**config.mk**
```make
export PLATFORM = sky130hd
export DESIGN_NAME = irq_vector_ctrl
export DESIGN_NICKNAME = d
export VERILOG_FILES = /design/src/rtl/vic_pkg.sv /design/src/rtl/vic_src_pending.sv /design/src/rtl/vic_arbiter.sv /design/src/rtl/vic_prio_stack.sv /design/src/rtl/irq_vector_ctrl.sv
export SDC_FILE = /design/constraint.sdc
export NUM_CORES = 1
export LEC_CHECK = 0
export BUFFER_PORTS_ARGS = -buffer_cell sky130_fd_sc_hd__buf_2
export CAP_MARGIN = 20
export CORE_AREA = 2 2 154 156
export DETAILED_ROUTE_END_ITERATION = 8
export DIE_AREA = 0 0 156 158
export GPL_ROUTABILITY_DRIVEN = 0
export PLACE_DENSITY = 0.72
export REMOVE_ABC_BUFFERS = 1
export SLEW_MARGIN = 0
export SYNTH_ARGS = -nofsm -noshare
export SYNTH_HDL_FRONTEND = slang
export SYNTH_SLANG_ARGS = --single-unit
```
**constraint.sdc**
```tcl
create_clock -name clk -period 10.45 [get_ports clk]
set_input_delay 2.09 -clock clk [delete_from_list [all_inputs] [get_ports clk]]
set_output_delay 2.09 -clock clk [all_outputs]
set_load 0.02 [all_outputs]
```
**src/rtl/vic_pkg.sv**
```systemverilog
// Shared constants and types for the vectored interrupt controller.
// Assumes a 5-bit word address space and at most 8 sources.
package vic_pkg;
    localparam int PRIO_W = 3;
    localparam int LVL_W  = PRIO_W + 1;   // level 0 = idle, p+1 = priority p

    localparam logic [4:0] ADR_CFG_BASE = 5'd0;
    localparam logic [4:0] ADR_VEC_BASE = 5'd8;
    localparam logic [4:0] ADR_VECRD    = 5'd16;
    localparam logic [4:0] ADR_SPUR     = 5'd17;
    localparam logic [4:0] ADR_EOI      = 5'd18;
    localparam logic [4:0] ADR_DBG      = 5'd19;
    localparam logic [4:0] ADR_STATUS   = 5'd20;

    typedef struct packed {
        logic              en;
        logic              edge_m;
        logic [PRIO_W-1:0] prio;
    } src_cfg_t;

    localparam int CFG_W = $bits(src_cfg_t);
endpackage

```
**src/rtl/vic_src_pending.sv**
```systemverilog
// One source's pending state. An edge source latches on a rising input
// and is cleared by ack. A level source follows the registered input.
// Assumes src_in is already synchronous to clk.
module vic_src_pending (
    input  logic clk,
    input  logic rst_n,
    input  logic src_in,
    input  logic edge_mode,
    input  logic ack,
    output logic pend
);
    logic src_q;
    logic edge_flag;
    logic rise;

    assign rise = src_in && !src_q;

    // Register the input and keep the latched edge flag.
    always_ff @(posedge clk) begin
        if (!rst_n) begin
            src_q     <= 1'b0;
            edge_flag <= 1'b0;
        end else begin
            src_q <= src_in;
            if (!edge_mode)
                edge_flag <= 1'b0;
            else if (rise)
                edge_flag <= 1'b1;
            else if (ack)
                edge_flag <= 1'b0;
        end
    end

    // Choose between the latched edge and the live level.
    assign pend = edge_mode ? edge_flag : src_q;

    AST_EDGE_ACK_CLEARS: assert property (@(posedge clk) disable iff (!rst_n)
        edge_mode && ack && !rise |=> !edge_flag);
endmodule

```
**src/rtl/vic_arbiter.sv**
```systemverilog
// Picks the requesting source with the highest priority. Ties go to the
// lowest index. Purely combinational.
module vic_arbiter #(
    parameter int N_SRC = 4,
    localparam int SRC_W = (N_SRC > 1) ? $clog2(N_SRC) : 1
) (
    input  logic [N_SRC-1:0]                     req,
    input  logic [N_SRC-1:0][vic_pkg::PRIO_W-1:0] prio,
    output logic                                 found,
    output logic [SRC_W-1:0]                     idx,
    output logic [vic_pkg::PRIO_W-1:0]           best_prio
);
    // Scan upward and replace only on a strictly higher priority.
    always_comb begin
        found     = 1'b0;
        idx       = '0;
        best_prio = '0;
        for (int i = 0; i < N_SRC; i++) begin
            if (req[i] && (!found || prio[i] > best_prio)) begin
                found     = 1'b1;
                idx       = SRC_W'(i);
                best_prio = prio[i];
            end
        end
    end

    // The chosen index must point at a real request.
    always_comb begin
        if (found) begin
            AST_WINNER_REQUESTED: assert (req[idx]);
        end
    end
endmodule

```
**src/rtl/vic_prio_stack.sv**
```systemverilog
// Stack of saved priority levels. A push saves the current level and
// installs a new one. A pop restores the saved level and is ignored when
// the stack is empty. Assumes push and pop never coincide.
module vic_prio_stack #(
    parameter int DEPTH = 8,
    localparam int SP_W  = $clog2(DEPTH + 1),
    localparam int IDX_W = (DEPTH > 1) ? $clog2(DEPTH) : 1
) (
    input  logic                      clk,
    input  logic                      rst_n,
    input  logic                      push,
    input  logic [vic_pkg::LVL_W-1:0] push_lvl,
    input  logic                      pop,
    output logic [vic_pkg::LVL_W-1:0] cur_lvl
);
    logic [vic_pkg::LVL_W-1:0] stk [DEPTH];
    logic [SP_W-1:0]           sp;
    logic [SP_W-1:0]           sp_m1;

    assign sp_m1 = sp - SP_W'(1);

    // Save or restore levels and move the stack pointer.
    always_ff @(posedge clk) begin
        if (!rst_n) begin
            sp      <= '0;
            cur_lvl <= '0;
            for (int i = 0; i < DEPTH; i++) stk[i] <= '0;
        end else if (push) begin
            stk[sp[IDX_W-1:0]] <= cur_lvl;
            cur_lvl            <= push_lvl;
            sp                 <= sp + SP_W'(1);
        end else if (pop && sp != '0) begin
            cur_lvl <= stk[sp_m1[IDX_W-1:0]];
            sp      <= sp_m1;
        end
    end

    AST_NO_OVERFLOW: assert property (@(posedge clk) disable iff (!rst_n)
        push |-> sp < SP_W'(DEPTH));
    AST_EMPTY_POP_HOLDS: assert property (@(posedge clk) disable iff (!rst_n)
        pop && !push && sp == '0 |=> sp == '0 && $stable(cur_lvl));
    AST_PUSH_RAISES: assert property (@(posedge clk) disable iff (!rst_n)
        push && push_lvl > cur_lvl |=> cur_lvl > $past(cur_lvl));
endmodule

```
**src/rtl/irq_vector_ctrl.sv**
```systemverilog
// Vectored priority interrupt controller top. It holds the per-source
// configuration, the vectors, the spurious vector, the protect-mode bit
// and the status register, and decodes the register bus. Assumes at most
// one bus strobe per cycle and N_SRC <= 8.
module irq_vector_ctrl #(
    parameter int N_SRC       = 4,
    parameter int DATA_W      = 32,
    parameter int STACK_DEPTH = 8
) (
    input  logic              clk,
    input  logic              rst_n,
    input  logic [N_SRC-1:0]  src_in,
    output logic              irq_n,
    input  logic              bus_rd,
    input  logic              bus_wr,
    input  logic [4:0]        bus_addr,
    input  logic [DATA_W-1:0] bus_wdata,
    output logic [DATA_W-1:0] bus_rdata
);
    import vic_pkg::*;

    localparam int SRC_W = (N_SRC > 1) ? $clog2(N_SRC) : 1;

    src_cfg_t               cfg_q [N_SRC];
    logic [DATA_W-1:0]      vec_q [N_SRC];
    logic [DATA_W-1:0]      spur_q;
    logic                   protect_q;
    logic [SRC_W-1:0]       status_q;
    logic                   mem_valid_q;
    logic [SRC_W-1:0]       mem_src_q;
    logic [PRIO_W-1:0]      mem_prio_q;

    logic [N_SRC-1:0]              pend, req, ack;
    logic [N_SRC-1:0][PRIO_W-1:0]  prio_vec;
    logic                          best_found;
    logic [SRC_W-1:0]              best_idx;
    logic [PRIO_W-1:0]             best_prio;
    logic [LVL_W-1:0]              cur_lvl, push_lvl;
    logic                          active, rd_vec, wr_vec, wr_eoi;
    logic                          normal_take, protect_take, push;
    logic [SRC_W-1:0]              ack_src;
    logic [2:0]                    word_idx;

    // Per-source pending logic and request qualification.
    for (genvar g = 0; g < N_SRC; g++) begin : g_src
        vic_src_pending u_pend (
            .clk       (clk),
            .rst_n     (rst_n),
            .src_in    (src_in[g]),
            .edge_mode (cfg_q[g].edge_m),
            .ack       (ack[g]),
            .pend      (pend[g])
        );
        assign req[g]      = pend[g] && cfg_q[g].en;
        assign prio_vec[g] = cfg_q[g].prio;
        assign ack[g]      = push && ack_src == SRC_W'(g);
    end

    vic_arbiter #(.N_SRC(N_SRC)) u_arb (
        .req       (req),
        .prio      (prio_vec),
        .found     (best_found),
        .idx       (best_idx),
        .best_prio (best_prio)
    );

    vic_prio_stack #(.DEPTH(STACK_DEPTH)) u_stack (
        .clk      (clk),
        .rst_n    (rst_n),
        .push     (push),
        .push_lvl (push_lvl),
        .pop      (wr_eoi),
        .cur_lvl  (cur_lvl)
    );

    // Work out the active interrupt and the side effects of a bus access.
    always_comb begin
        active       = best_found && ({1'b0, best_prio} + LVL_W'(1) > cur_lvl);
        rd_vec       = bus_rd && bus_addr == ADR_VECRD;
        wr_vec       = bus_wr && bus_addr == ADR_VECRD;
        wr_eoi       = bus_wr && bus_addr == ADR_EOI;
        normal_take  = rd_vec && !protect_q && active;
        protect_take = wr_vec && protect_q && mem_valid_q;
        push         = normal_take || protect_take;
        ack_src      = normal_take ? best_idx : mem_src_q;
        push_lvl     = normal_take ? {1'b0, best_prio} + LVL_W'(1)
                                   : {1'b0, mem_prio_q} + LVL_W'(1);
    end

    assign irq_n    = !active;
    assign word_idx = bus_addr[2:0];

    // Configuration, protect bit, memorized interrupt and status updates.
    always_ff @(posedge clk) begin
        if (!rst_n) begin
            for (int i = 0; i < N_SRC; i++) begin
                cfg_q[i] <= '0;
                vec_q[i] <= '0;
            end
            spur_q      <= '0;
            protect_q   <= 1'b0;
            status_q    <= '0;
            mem_valid_q <= 1'b0;
            mem_src_q   <= '0;
            mem_prio_q  <= '0;
        end else begin
            if (bus_wr) begin
                for (int i = 0; i < N_SRC; i++) begin
                    if (bus_addr == ADR_CFG_BASE + 5'(i))
                        cfg_q[i] <= src_cfg_t'(bus_wdata[CFG_W-1:0]);
                    if (bus_addr == ADR_VEC_BASE + 5'(i))
                        vec_q[i] <= bus_wdata;
                end
                if (bus_addr == ADR_SPUR) spur_q    <= bus_wdata;
                if (bus_addr == ADR_DBG)  protect_q <= bus_wdata[0];
            end
            if (rd_vec) begin
                mem_valid_q <= protect_q && active;
                mem_src_q   <= best_idx;
                mem_prio_q  <= best_prio;
            end else if (protect_take) begin
                mem_valid_q <= 1'b0;
            end
            if (push) status_q <= ack_src;
        end
    end

    // Read data mux; a vector read returns the winner's vector or the spurious one.
    always_comb begin
        bus_rdata = '0;
        if (bus_addr[4:3] == 2'b00 && int'(word_idx) < N_SRC)
            bus_rdata = DATA_W'(cfg_q[word_idx]);
        else if (bus_addr[4:3] == 2'b01 && int'(word_idx) < N_SRC)
            bus_rdata = vec_q[word_idx];
        else if (bus_addr == ADR_VECRD)
            bus_rdata = active ? vec_q[best_idx] : spur_q;
        else if (bus_addr == ADR_SPUR)
            bus_rdata = spur_q;
        else if (bus_addr == ADR_DBG)
            bus_rdata = DATA_W'(protect_q);
        else if (bus_addr == ADR_STATUS)
            bus_rdata = DATA_W'(status_q);
    end

    AST_PROTECT_READ_QUIET: assert property (@(posedge clk) disable iff (!rst_n)
        protect_q && rd_vec && !bus_wr |=> $stable(status_q) && $stable(cur_lvl));
    AST_NORMAL_WRITE_QUIET: assert property (@(posedge clk) disable iff (!rst_n)
        !protect_q && wr_vec && !bus_rd |=> $stable(status_q) && $stable(cur_lvl));
    AST_SPURIOUS_NO_PUSH: assert property (@(posedge clk) disable iff (!rst_n)
        rd_vec && irq_n && !bus_wr |=> $stable(cur_lvl) && $stable(status_q));
    AST_TAKE_RAISES_LEVEL: assert property (@(posedge clk) disable iff (!rst_n)
        rd_vec && !protect_q && !irq_n |=> cur_lvl > $past(cur_lvl));
endmodule

```
==> impl_metrics.ini, run 1 <==
[logic_synthesis]
synth_fa_ha_area_share_pct = 1.717
synth.yosys.warnings = 0
postSynth.asyncResetShare_pct = 0
synth_area_leader_cell = sky130_fd_sc_hd__edfxtp_1
synth_sequential_area_ratio_pct = 52.84
share_of_synthesized_area_spent_on_multiplexers_pct = 9.342
synth.distinct_cells = 66
synth.top_cell.area_share_pct = 43.63
ys_ff_latch = 237
syn_avg_cell_area_um2 = 10.98
ys.flop_type = sky130_fd_sc_hd__edfxtp_1
post_synth_inst_count = 1128
main_combinational_cell_family_by_area_after_synthesis = simple AND/OR/NAND/NOR gates
synth-xor-area-share_pct = 0.3434
post_synth_main_area_contributors = sky130_fd_sc_hd__edfxtp_1, sky130_fd_sc_hd__dfxtp_1, sky130_fd_sc_hd__and2_1, sky130_fd_sc_hd__mux4_2, sky130_fd_sc_hd__nand2_1
synth-compound-area-share_pct = 10.74
simple_gate_fraction_of_synth_area_pct = 21.79
synth_enable_flop_cells = 180
mappedNetlistArea_um2 = 12390

[critical_path]
critical_path.top_delay_family = compound AO/OA/AOI/OAI gates
r2r_start = cfg_q[0][3]
worst-endpoint-arrival_ns = 7.73
path_buf_inv = 3
crit_type = register to output port
crit-reg2reg-capture = u_stack.stk[5][0]
crit_path_frequent_cell = sky130_fd_sc_hd__ha_1
timing.critical_path.fanout_max = 31
cp_slowest_stage_delay_ns = 0.42
reg2reg_slack_ns = 2.84
crit_slowest_cell = sky130_fd_sc_hd__edfxtp_1
timing.reg2reg.worst_path_depth = 30
timing.critical_path.to_type = output port
start_kind = register
worstPathRequired_ns = 8.36

[routing]
routed_via_density = 6.170
drt_wl_total_um = 32280
num_vias = 9199
drt_first_pass_iters = 7
remaining_design_rule_violation_count = 0
first_iter_violations = 658
ant_nets = 0
routed_wire_length_per_instance_um = 21.65

[sta]
timing.final.ws_setup_ns = 0.6289
skew_ns = 0.005151
final-max-slew-violation-count = 0
timing.fmax_mhz = 101.8
timing_worst_slew_pin_value_ns = 1.000
period_minus_slack_ns = 9.821
max-slew-margin-rel_pct = 33.22
timing.setup.tns_ns = 0
rsz0062_at_grt = no
period_share_pct = 93.98
hold_viol_final = 0
setup_viol = 0

[run_status]
result_of_the_run = finished, final reports clean

[clock_network]
tritoncts_clock_tree = built
numCtsBuffers = 26
cts-hold-fix-buffers = 0
path_clk_slew_ns = 0.06
clk-insertion-delay-late_ns = 0.54
clock-sinks = 237
cts.root.buffer_cell = sky130_fd_sc_hd__clkbuf_16
cts-root-to-sink-buffers = 3
htree_levels = 1

[floorplan]
floorplan.io_pins = 78
rows = 56
fp.dieArea_um2 = 24650
floorplan.core_area_um2 = 23050
starting_density_pct = 53.74
die_h_um = 158
dieWidth_um = 156

[finish]
area.growth.synth_to_final_pct = 12.67
fillers = 1863
layout-drive-gt1-share_pct = 18.60
nNetsFinal = 1241

[grt]
grt_util_all_layers_pct = 26.91
grt_pass1_vias = 9192
grt_start_max_net_pins = 64
antenna_violations_before_repair = 1
globalRoute.totalOverflow = 0
grt_first_pass_wirelength_um = 51190

[power]
fin_total_pwr_mw = 2.177
pwr_density_cell_nw_per_um2 = 156.0
worst_ir_drop_vdd_uv = 151.4
static-leakage-power_nw = 5.183

[min_path]
whs_path_depth = 2
worst_hold_path.endpoint = spur_q[5]
hold_path_class = register to register
holdCritStartpoint = spur_q[5]

[placement]
placement.setup.worst_slack_ns = 0.6934
io_buffers = 77
dp.final_hpwl_um = 19270

[run]
maxCapViolations = 0
## tightest hold or removal path, delay by kind of cell, from the launching register on
family	cells	cell delay, ns
AO/OA/AOI/OAI	1	0.05
flip-flops	1	0.31
AND/OR/NAND/NOR	1	0.05
## cell usage in the layout, fill, tap and decap left out, types with 6 or more instances in the layout
master / instances
sky130_fd_sc_hd__nor3_1: 6
sky130_fd_sc_hd__a21oi_1: 51
sky130_fd_sc_hd__mux4_2: 45
sky130_fd_sc_hd__inv_1: 15
sky130_fd_sc_hd__clkbuf_16: 26
sky130_fd_sc_hd__nand2b_1: 12
sky130_fd_sc_hd__nand3_1: 69
sky130_fd_sc_hd__nor4_1: 12
sky130_fd_sc_hd__mux2i_1: 8
sky130_fd_sc_hd__buf_2: 77
sky130_fd_sc_hd__o211ai_1: 33
sky130_fd_sc_hd__edfxtp_1: 180
sky130_fd_sc_hd__a31oi_1: 7
sky130_fd_sc_hd__buf_4: 21
sky130_fd_sc_hd__and3_1: 7
sky130_fd_sc_hd__nand2_1: 188
sky130_fd_sc_hd__dfxtp_1: 57
sky130_fd_sc_hd__nor2_1: 24
sky130_fd_sc_hd__ha_1: 17
sky130_fd_sc_hd__o21ai_0: 14
sky130_fd_sc_hd__a32oi_1: 27
sky130_fd_sc_hd__clkinv_2: 7
sky130_fd_sc_hd__and2_1: 181
## state kept, by name, indices dropped and copies added, names as in the netlist
| register | count |
|---|---|
| status_q | 2 |
| g_src.u_pend.src_q | 4 |
| u_stack.cur_lvl | 4 |
| g_src.u_pend.edge_flag | 4 |
| u_stack.sp | 4 |
| vec_q | 128 |
| mem_prio_q | 3 |
| spur_q | 32 |
| u_stack.stk | 32 |
| protect_q | 1 |
| mem_valid_q | 1 |
| cfg_q | 20 |
| mem_src_q | 2 |
## cells by family after synthesis
kind of cell,Yosys count
xor gates and xnor gates,4
and+or+nand+nor,529
buffers and inverters,95
AOI/OAI and AO/OA,188
adders and majority gates,17
DFF,237
muxes,58
## cell type report
cell class                 instances  area [µm²]  share of cell area [%]
multi-input combinational        796        5530                   39.62
antenna                            2       5.005                 0.03586
tap                              290       362.8                   2.600
inverter                          17       63.81                  0.4572
clock inverter                    15       133.9                  0.9592
sequential                       237        6546                   46.90
clock buffer                      33       716.9                   5.137
timing repair buffer             101       598.1                   4.285
## layer usage
layer	wire, µm	GRT usage [%]
met5	0	0
met3	2594	4.079
met1	12900	34.91
met2	15890	46.42
met4	889	9.393
## stage by stage
step / area (µm²) / hold WS [ns] / util, % / instances
6_report: 13960 / 0.4571 / 60.55 / 1491
5_1_grt: 13950 / 0.4725 / 60.52 / 1489
4_1_cts: 13880 / 0.4590 / 60.20 / 1485
3_5_place_dp: 13030 / 0.4475 / 56.51 / 1437
3_3_place_gp: 13030 / 0.4436 / 56.51 / 1437
2_1_floorplan: 12050 / 0.4360 / - / 1050
## repair_timing
action                     4_1_cts  5_1_grt
setup endpoints to repair        0       31
buffers inserted                 0        3
resized for setup                0        8
## cell usage after synthesis (3+ instances only)
cell type and n:
sky130_fd_sc_hd__nand2_1 189, sky130_fd_sc_hd__and2_1 181, sky130_fd_sc_hd__edfxtp_1 180, sky130_fd_sc_hd__nand3_1 69, sky130_fd_sc_hd__clkbuf_1 61, sky130_fd_sc_hd__dfxtp_1 57
sky130_fd_sc_hd__a21oi_1 52, sky130_fd_sc_hd__mux4_2 45, sky130_fd_sc_hd__o211ai_1 33, sky130_fd_sc_hd__nor2_1 29, sky130_fd_sc_hd__a32oi_1 27, sky130_fd_sc_hd__o21ai_0 18
sky130_fd_sc_hd__ha_1 17, sky130_fd_sc_hd__inv_1 15, sky130_fd_sc_hd__nand2b_1 12, sky130_fd_sc_hd__nor4_1 12, sky130_fd_sc_hd__mux2i_1 8, sky130_fd_sc_hd__a31oi_1 7
sky130_fd_sc_hd__and3_1 7, sky130_fd_sc_hd__nor3_1 7, sky130_fd_sc_hd__a211oi_1 6, sky130_fd_sc_hd__a221oi_1 5, sky130_fd_sc_hd__buf_1 5, sky130_fd_sc_hd__buf_2 5
sky130_fd_sc_hd__a22oi_1 4, sky130_fd_sc_hd__a311oi_1 4, sky130_fd_sc_hd__buf_4 4, sky130_fd_sc_hd__nor2b_1 4, sky130_fd_sc_hd__o211a_1 4, sky130_fd_sc_hd__o21a_1 4
sky130_fd_sc_hd__o31ai_1 4, sky130_fd_sc_hd__buf_6 3, sky130_fd_sc_hd__mux2_2 3, sky130_fd_sc_hd__nand3b_1 3
## worst max path at each step
stage	end	slack, ns	cells past startpoint	startpoint
after global placement	bus_rdata[24]	0.97	31	cfg_q[0][3]
after global routing	bus_rdata[3]	0.02	32	cfg_q[0][3]
after floorplan	bus_rdata[2]	-0.87	29	cfg_q[0][3]
after detailed placement	bus_rdata[29]	0.69	31	cfg_q[0][3]
after CTS	bus_rdata[29]	0.09	31	cfg_q[0][3]
final	bus_rdata[3]	0.63	32	cfg_q[0][3]
## report_power, final
part,total [mW],switching [mW],internal [mW]
Combinational,0.195,0.121,0.0742
Clock,0.906,0.373,0.533
Sequential,1.08,0.0235,1.05
Note: power is estimated with default switching activity, not from simulation.
==> inputs of run 2 (changes only) <==
Settings changed: BUFFER_PORTS_ARGS -buffer_cell sky130_fd_sc_hd__buf_2 to -buffer_cell sky130_fd_sc_hd__buf_4, CORE_AREA 2 2 154 156 to 2 2 216 112, DIE_AREA 0 0 156 158 to 0 0 218 114.
==> run 2 against run 1 <==
  * Critical endpoint unchanged
  * Final cell count rose by 0.60%
  * Total power fell by 2.7%
  * Register-to-register slack got worse by 0.25 ns
  * Non-clock buffer count fell by 4
  * Utilization fell by 0.061 points
  * Routed wire length rose by 7.6%
  * Combinational power rose by 7%
  * Sequential cell count did not move
  * Count of clock-buffer cells in the layout fell by 1
  * Maximum frequency fell by 1.0%
  * Sequential share of layout area fell by 0.30 points
  * Via count rose by 3.2%
==> impl_metrics.ini, run 2 (synthesized netlist as in run 1, its figures left out) <==
[finish]
nNetsFinal = 1233
layout-drive-gt1-share_pct = 17.97
sequential_cell_area_um2 = 6546
multiInputGateArea_um2 = 5558
layout_commonest_cell = sky130_fd_sc_hd__nand2_1
area.growth.synth_to_final_pct = 13.38
fillers = 1905
antenna_cells = 0
layout.core_utilization_pct = 60.48
most-common-layout-cells = sky130_fd_sc_hd__nand2_1, sky130_fd_sc_hd__and2_1, sky130_fd_sc_hd__edfxtp_1
registers_with_the_highest_flip_flop_counts = vec_q: 128 flops, spur_q: 32 flops, u_stack.stk: 32 flops
max_ffs_per_register = 128
largest-register = vec_q

[routing]
first_iter_violations = 1274
routed_via_density = 6.329
remaining_design_rule_violation_count = 0
drt_wl_total_um = 34720
ant_nets = 0
num_vias = 9493
routed_wire_length_per_instance_um = 23.15
drt_first_pass_iters = 5

[clock_network]
htree_levels = 1
cts.root.buffer_cell = sky130_fd_sc_hd__clkbuf_16
numCtsBuffers = 22
clock-sinks = 237
clk-insertion-delay-late_ns = 0.52
path_clk_slew_ns = 0.06
tritoncts_clock_tree = built
cts-root-to-sink-buffers = 3

[sta]
timing_worst_slew_pin_value_ns = 1.006
setup_viol = 0
timing.setup.tns_ns = 0
timing.final.ws_setup_ns = 0.5259
max-slew-margin-rel_pct = 32.23
timing.fmax_mhz = 100.8
hold_viol_final = 0
period_share_pct = 94.97
skew_ns = 0.01224
period_minus_slack_ns = 9.924
final-max-slew-violation-count = 0

[critical_path]
cp_slowest_stage_delay_ns = 0.41
worstPathRequired_ns = 8.36
timing.critical_path.fanout_max = 31
crit_path_frequent_cell = sky130_fd_sc_hd__ha_1
timing.critical_path.to_type = output port
critical_path.top_delay_family = compound AO/OA/AOI/OAI gates
worst-endpoint-arrival_ns = 7.83
crit_slowest_cell = sky130_fd_sc_hd__edfxtp_1
start_kind = register
crit_type = register to output port
path_buf_inv = 3

[grt]
grt_util_all_layers_pct = 28.46
grt_pass1_vias = 9088
grt_start_max_net_pins = 63
globalRoute.totalOverflow = 0
antenna_violations_before_repair = 0
grt_first_pass_wirelength_um = 53680

[floorplan]
rows = 40
starting_density_pct = 53.35
fp.dieArea_um2 = 24850
floorplan.core_area_um2 = 23220
floorplan.io_pins = 78
dieWidth_um = 218
die_h_um = 114

[power]
static-leakage-power_nw = 5.147
fin_total_pwr_mw = 2.119
pwr_density_cell_nw_per_um2 = 150.8
worst_ir_drop_vdd_uv = 110.8

[placement]
dp.final_hpwl_um = 22030
placement.setup.worst_slack_ns = 0.4538
io_buffers = 77

[min_path]
hold_path_class = register to register

[run]
maxCapViolations = 0

[run_status]
result_of_the_run = finished, final reports clean
run 2: what timing repair did:
| action | CTS | global route |
|---|---|---|
| hold buffers | 0 | 0 |
| resized for setup | 0 | 9 |
| setup endpoints to repair | 9 | 31 |
| hold endpoints to repair | 0 | 0 |
| setup buffers | 2 | 0 |
| pin swaps | 1 | 0 |
run 2: final cells by class:
type,instances,area share (%)
sequential,237,46.61
multi-input combinational,796,39.57
timing repair buffer,97,5.371
clock buffer,32,4.775
tap,315,2.806
inverter,17,0.4543
clock inverter,6,0.4187
run 2: power breakdown:
group	switching [mW]	internal [mW]
clock network	0.360	0.471
registers	0.0268	1.05
logic	0.126	0.0826
total	0.513	1.61
run 2: through the flow:
step	hold WS, ns	std cells	instance area [µm²]
after floorplan	0.4360	1050	12050
after global placement	0.4416	1458	13240
after detailed placement	0.4467	1458	13240
after CTS	0.4558	1498	13980
after global routing	0.4689	1500	14050
final	0.4565	1500	14050
run 2: worst register-to-register path, delay by kind of cell, from the launching register on:
kind	cells	cell delay (ns)
compound gates	10	2.33
xor+xnor	1	0.19
fa+ha+maj	5	1.41
buf+inv	1	0.12
flops	1	0.41
mux	1	0.29
simple gates	12	2.83
run 2: path summary, 6_finish.rpt:
check / start / slack [ns] / cells after the start / to
worst min register to register: spur_q[21] / 0.46 / 2 / spur_q[21]
worst max register to register: cfg_q[0][3] / 2.59 / 30 / u_stack.stk[5][0]
worst max-delay path: cfg_q[0][3] / 0.53 / 32 / bus_rdata[3]
worst min-delay path: spur_q[21] / 0.46 / 2 / spur_q[21]
run 2: routing by layer:
layer / vias up / wire length (µm) / global-route usage, %
met5: - / 0 / 0
met4: 0 / 625 / 6.440
met3: 54 / 4026 / 7.707
met2: 583 / 14300 / 39.05
met1: 4620 / 15770 / 44.53
li1: 4236 / - / -
==> inputs of run 3 (changes only) <==
Settings changed: CORE_AREA 2 2 216 112 to 2 2 162 148, CTS_CLUSTER_DIAMETER set to 50, DIE_AREA 0 0 218 114 to 0 0 164 150.
==> run 3 against run 2 <==
  * Critical path depth did not move
  * Routed wire length fell by 5.8%
  * Worst hold slack got worse by 0.0023 ns
  * Global-route usage fell by 1.6 points
  * First-iteration DRC count fell by 32%
  * Final cell count fell by 0.40%
  * Sequential share of layout area fell by 0.42 points
  * Final area rose by 0.92%
  * Combinational power barely moved
  * Clock power rose by 16%
  * Via count fell by 3.1%
  * Register-to-register slack improved by 0.24 ns
  * Critical endpoint is now bus_rdata[2]
  * Highest routed layer unchanged
==> impl_metrics.ini, run 3 (synthesized netlist as in run 1, its figures left out) <==
[run_status]
result_of_the_run = finished, final reports clean

[grt]
globalRoute.totalOverflow = 0
grt_start_max_net_pins = 64
grt_pass1_vias = 9149
grt_util_all_layers_pct = 26.84
antenna_violations_before_repair = 0
grt_first_pass_wirelength_um = 50470

[finish]
fillers = 1818
layout-drive-gt1-share_pct = 18.12
layout_commonest_cell = sky130_fd_sc_hd__nand2_1
multiInputGateArea_um2 = 5550
max_ffs_per_register = 128
largest-register = vec_q
layout.cell_area.non_filler_um2 = 14170
most-common-layout-cells = sky130_fd_sc_hd__nand2_1, sky130_fd_sc_hd__and2_1, sky130_fd_sc_hd__edfxtp_1
antenna_cells = 0
instances_no_fill = 1494
area.growth.synth_to_final_pct = 14.42
registers_with_the_highest_flip_flop_counts = vec_q: 128 flops, spur_q: 32 flops, u_stack.stk: 32 flops
sequential_cell_area_um2 = 6546
nNetsFinal = 1234
layout.core_utilization_pct = 61.60

[floorplan]
floorplan.core_area_um2 = 23010
rows = 53
die_h_um = 150
starting_density_pct = 53.84
floorplan.io_pins = 78
fp.dieArea_um2 = 24600
dieWidth_um = 164

[critical_path]
crit_slowest_cell = sky130_fd_sc_hd__edfxtp_1
crit_path_frequent_cell = sky130_fd_sc_hd__ha_1
worstPathRequired_ns = 8.36
crit_type = register to output port
cp_slowest_stage_delay_ns = 0.41
timing.critical_path.to_type = output port
path_buf_inv = 3
start_kind = register
timing.critical_path.fanout_max = 30
worst-endpoint-arrival_ns = 7.78
critical_path.top_delay_family = compound AO/OA/AOI/OAI gates

[routing]
num_vias = 9194
remaining_design_rule_violation_count = 0
routed_wire_length_per_instance_um = 21.88
ant_nets = 0
first_iter_violations = 865
drt_wl_total_um = 32700
routed_via_density = 6.154
drt_first_pass_iters = 5

[sta]
max-slew-margin-rel_pct = 32.55
timing_worst_slew_pin_value_ns = 1.010
period_share_pct = 94.43
hold_viol_final = 0
period_minus_slack_ns = 9.867
final-max-slew-violation-count = 0
whs_ns = 0.4542
setup_viol = 0
skew_ns = 0.007047
timing.final.ws_setup_ns = 0.5826
timing.fmax_mhz = 101.3
timing.setup.tns_ns = 0

[placement]
dpl.cell_count = 1443
io_buffers = 77
dp.final_hpwl_um = 18890
placedInstanceArea_um2 = 13200
placement.setup.worst_slack_ns = 0.6129

[power]
swShare_pct = 23.88
power.share.sequential_pct = 48.0
static-leakage-power_nw = 5.215
pwr_density_cell_nw_per_um2 = 158.2
intPower_mw = 1.706
fin_total_pwr_mw = 2.242
share_clk_of_total_power_pct = 42.8
worst_ir_drop_vdd_uv = 105.4
power.share.combinational_pct = 9.2
power.switching_mw = 0.5354

[clock_network]
post_cts.repair.setup_buffers = 0
htree_levels = 1
cts_resized = 1
path_clk_slew_ns = 0.06
numCtsBuffers = 28
cts-hold-fix-buffers = 0
tritoncts_clock_tree = built
clk-insertion-delay-late_ns = 0.54
clock-sinks = 237
cts-root-to-sink-buffers = 3
cts.root.buffer_cell = sky130_fd_sc_hd__clkbuf_16

[run]
maxCapViolations = 0

[min_path]
hold_path_class = register to register
==> run 3: cell types whose count changed in the layout (fill, tap and decap cells not counted), moves of 2 or more <==
| cell | before | now |
|---|---|---|
| sky130_fd_sc_hd__buf_6 | 0 | 2 |
| sky130_fd_sc_hd__buf_4 | 94 | 89 |
| sky130_fd_sc_hd__clkbuf_16 | 24 | 28 |
| sky130_fd_sc_hd__inv_8 | 0 | 2 |
| sky130_fd_sc_hd__clkinv_2 | 2 | 4 |
| sky130_fd_sc_hd__clkinv_1 | 1 | 4 |
==> run 3: power groups by stage <==
stage	clock (mW)	sequential, mW	combinational, mW
2_1_floorplan	0	1.09	0.116
3_3_place_gp	0	1.09	0.196
3_5_place_dp	0	1.09	0.200
4_1_cts	0.968	1.08	0.202
5_1_grt	1.01	1.08	0.223
6_report	0.960	1.08	0.206
==> run 3: layer usage <==
metal	GRT usage [%]	share of wire, %	up-vias
li1	-	-	4253
met1	36.24	40	4431
met2	43.97	48	442
met3	4.102	9.0	68
met4	10.35	2.9	0
met5	0	0	-
==> run 3: area by class of cell <==
cell class / instances / share of cell area [%]
Multi-Input combinational cell: 796 / 39.16
Tap cell: 302 / 2.666
Sequential cell: 237 / 46.18
Timing Repair Buffer: 92 / 5.014
Clock buffer: 36 / 5.437
Inverter: 17 / 0.4502
Clock inverter: 14 / 1.095
==> run 3: worst paths after layout <==
path	from	endpoint	slack [ns]	cells past startpoint
max	cfg_q[0][3]	bus_rdata[2]	0.58	32
min	spur_q[11]	spur_q[11]	0.45	2
max reg2reg	cfg_q[0][3]	u_stack.stk[1][1]	2.83	30
min reg2reg	spur_q[11]	spur_q[11]	0.45	2
==> run 3: worst reg2reg max path, delay by kind of cell (launching register included) <==
kind | cells | cell delay (ns)
adder cells (fa/ha/maj) | 5 | 1.53
buffers and inverters | 1 | 0.12
AO/OA/AOI/OAI | 11 | 2.44
AND/OR/NAND/NOR | 12 | 2.54
flip-flops | 1 | 0.41
multiplexers | 1 | 0.29
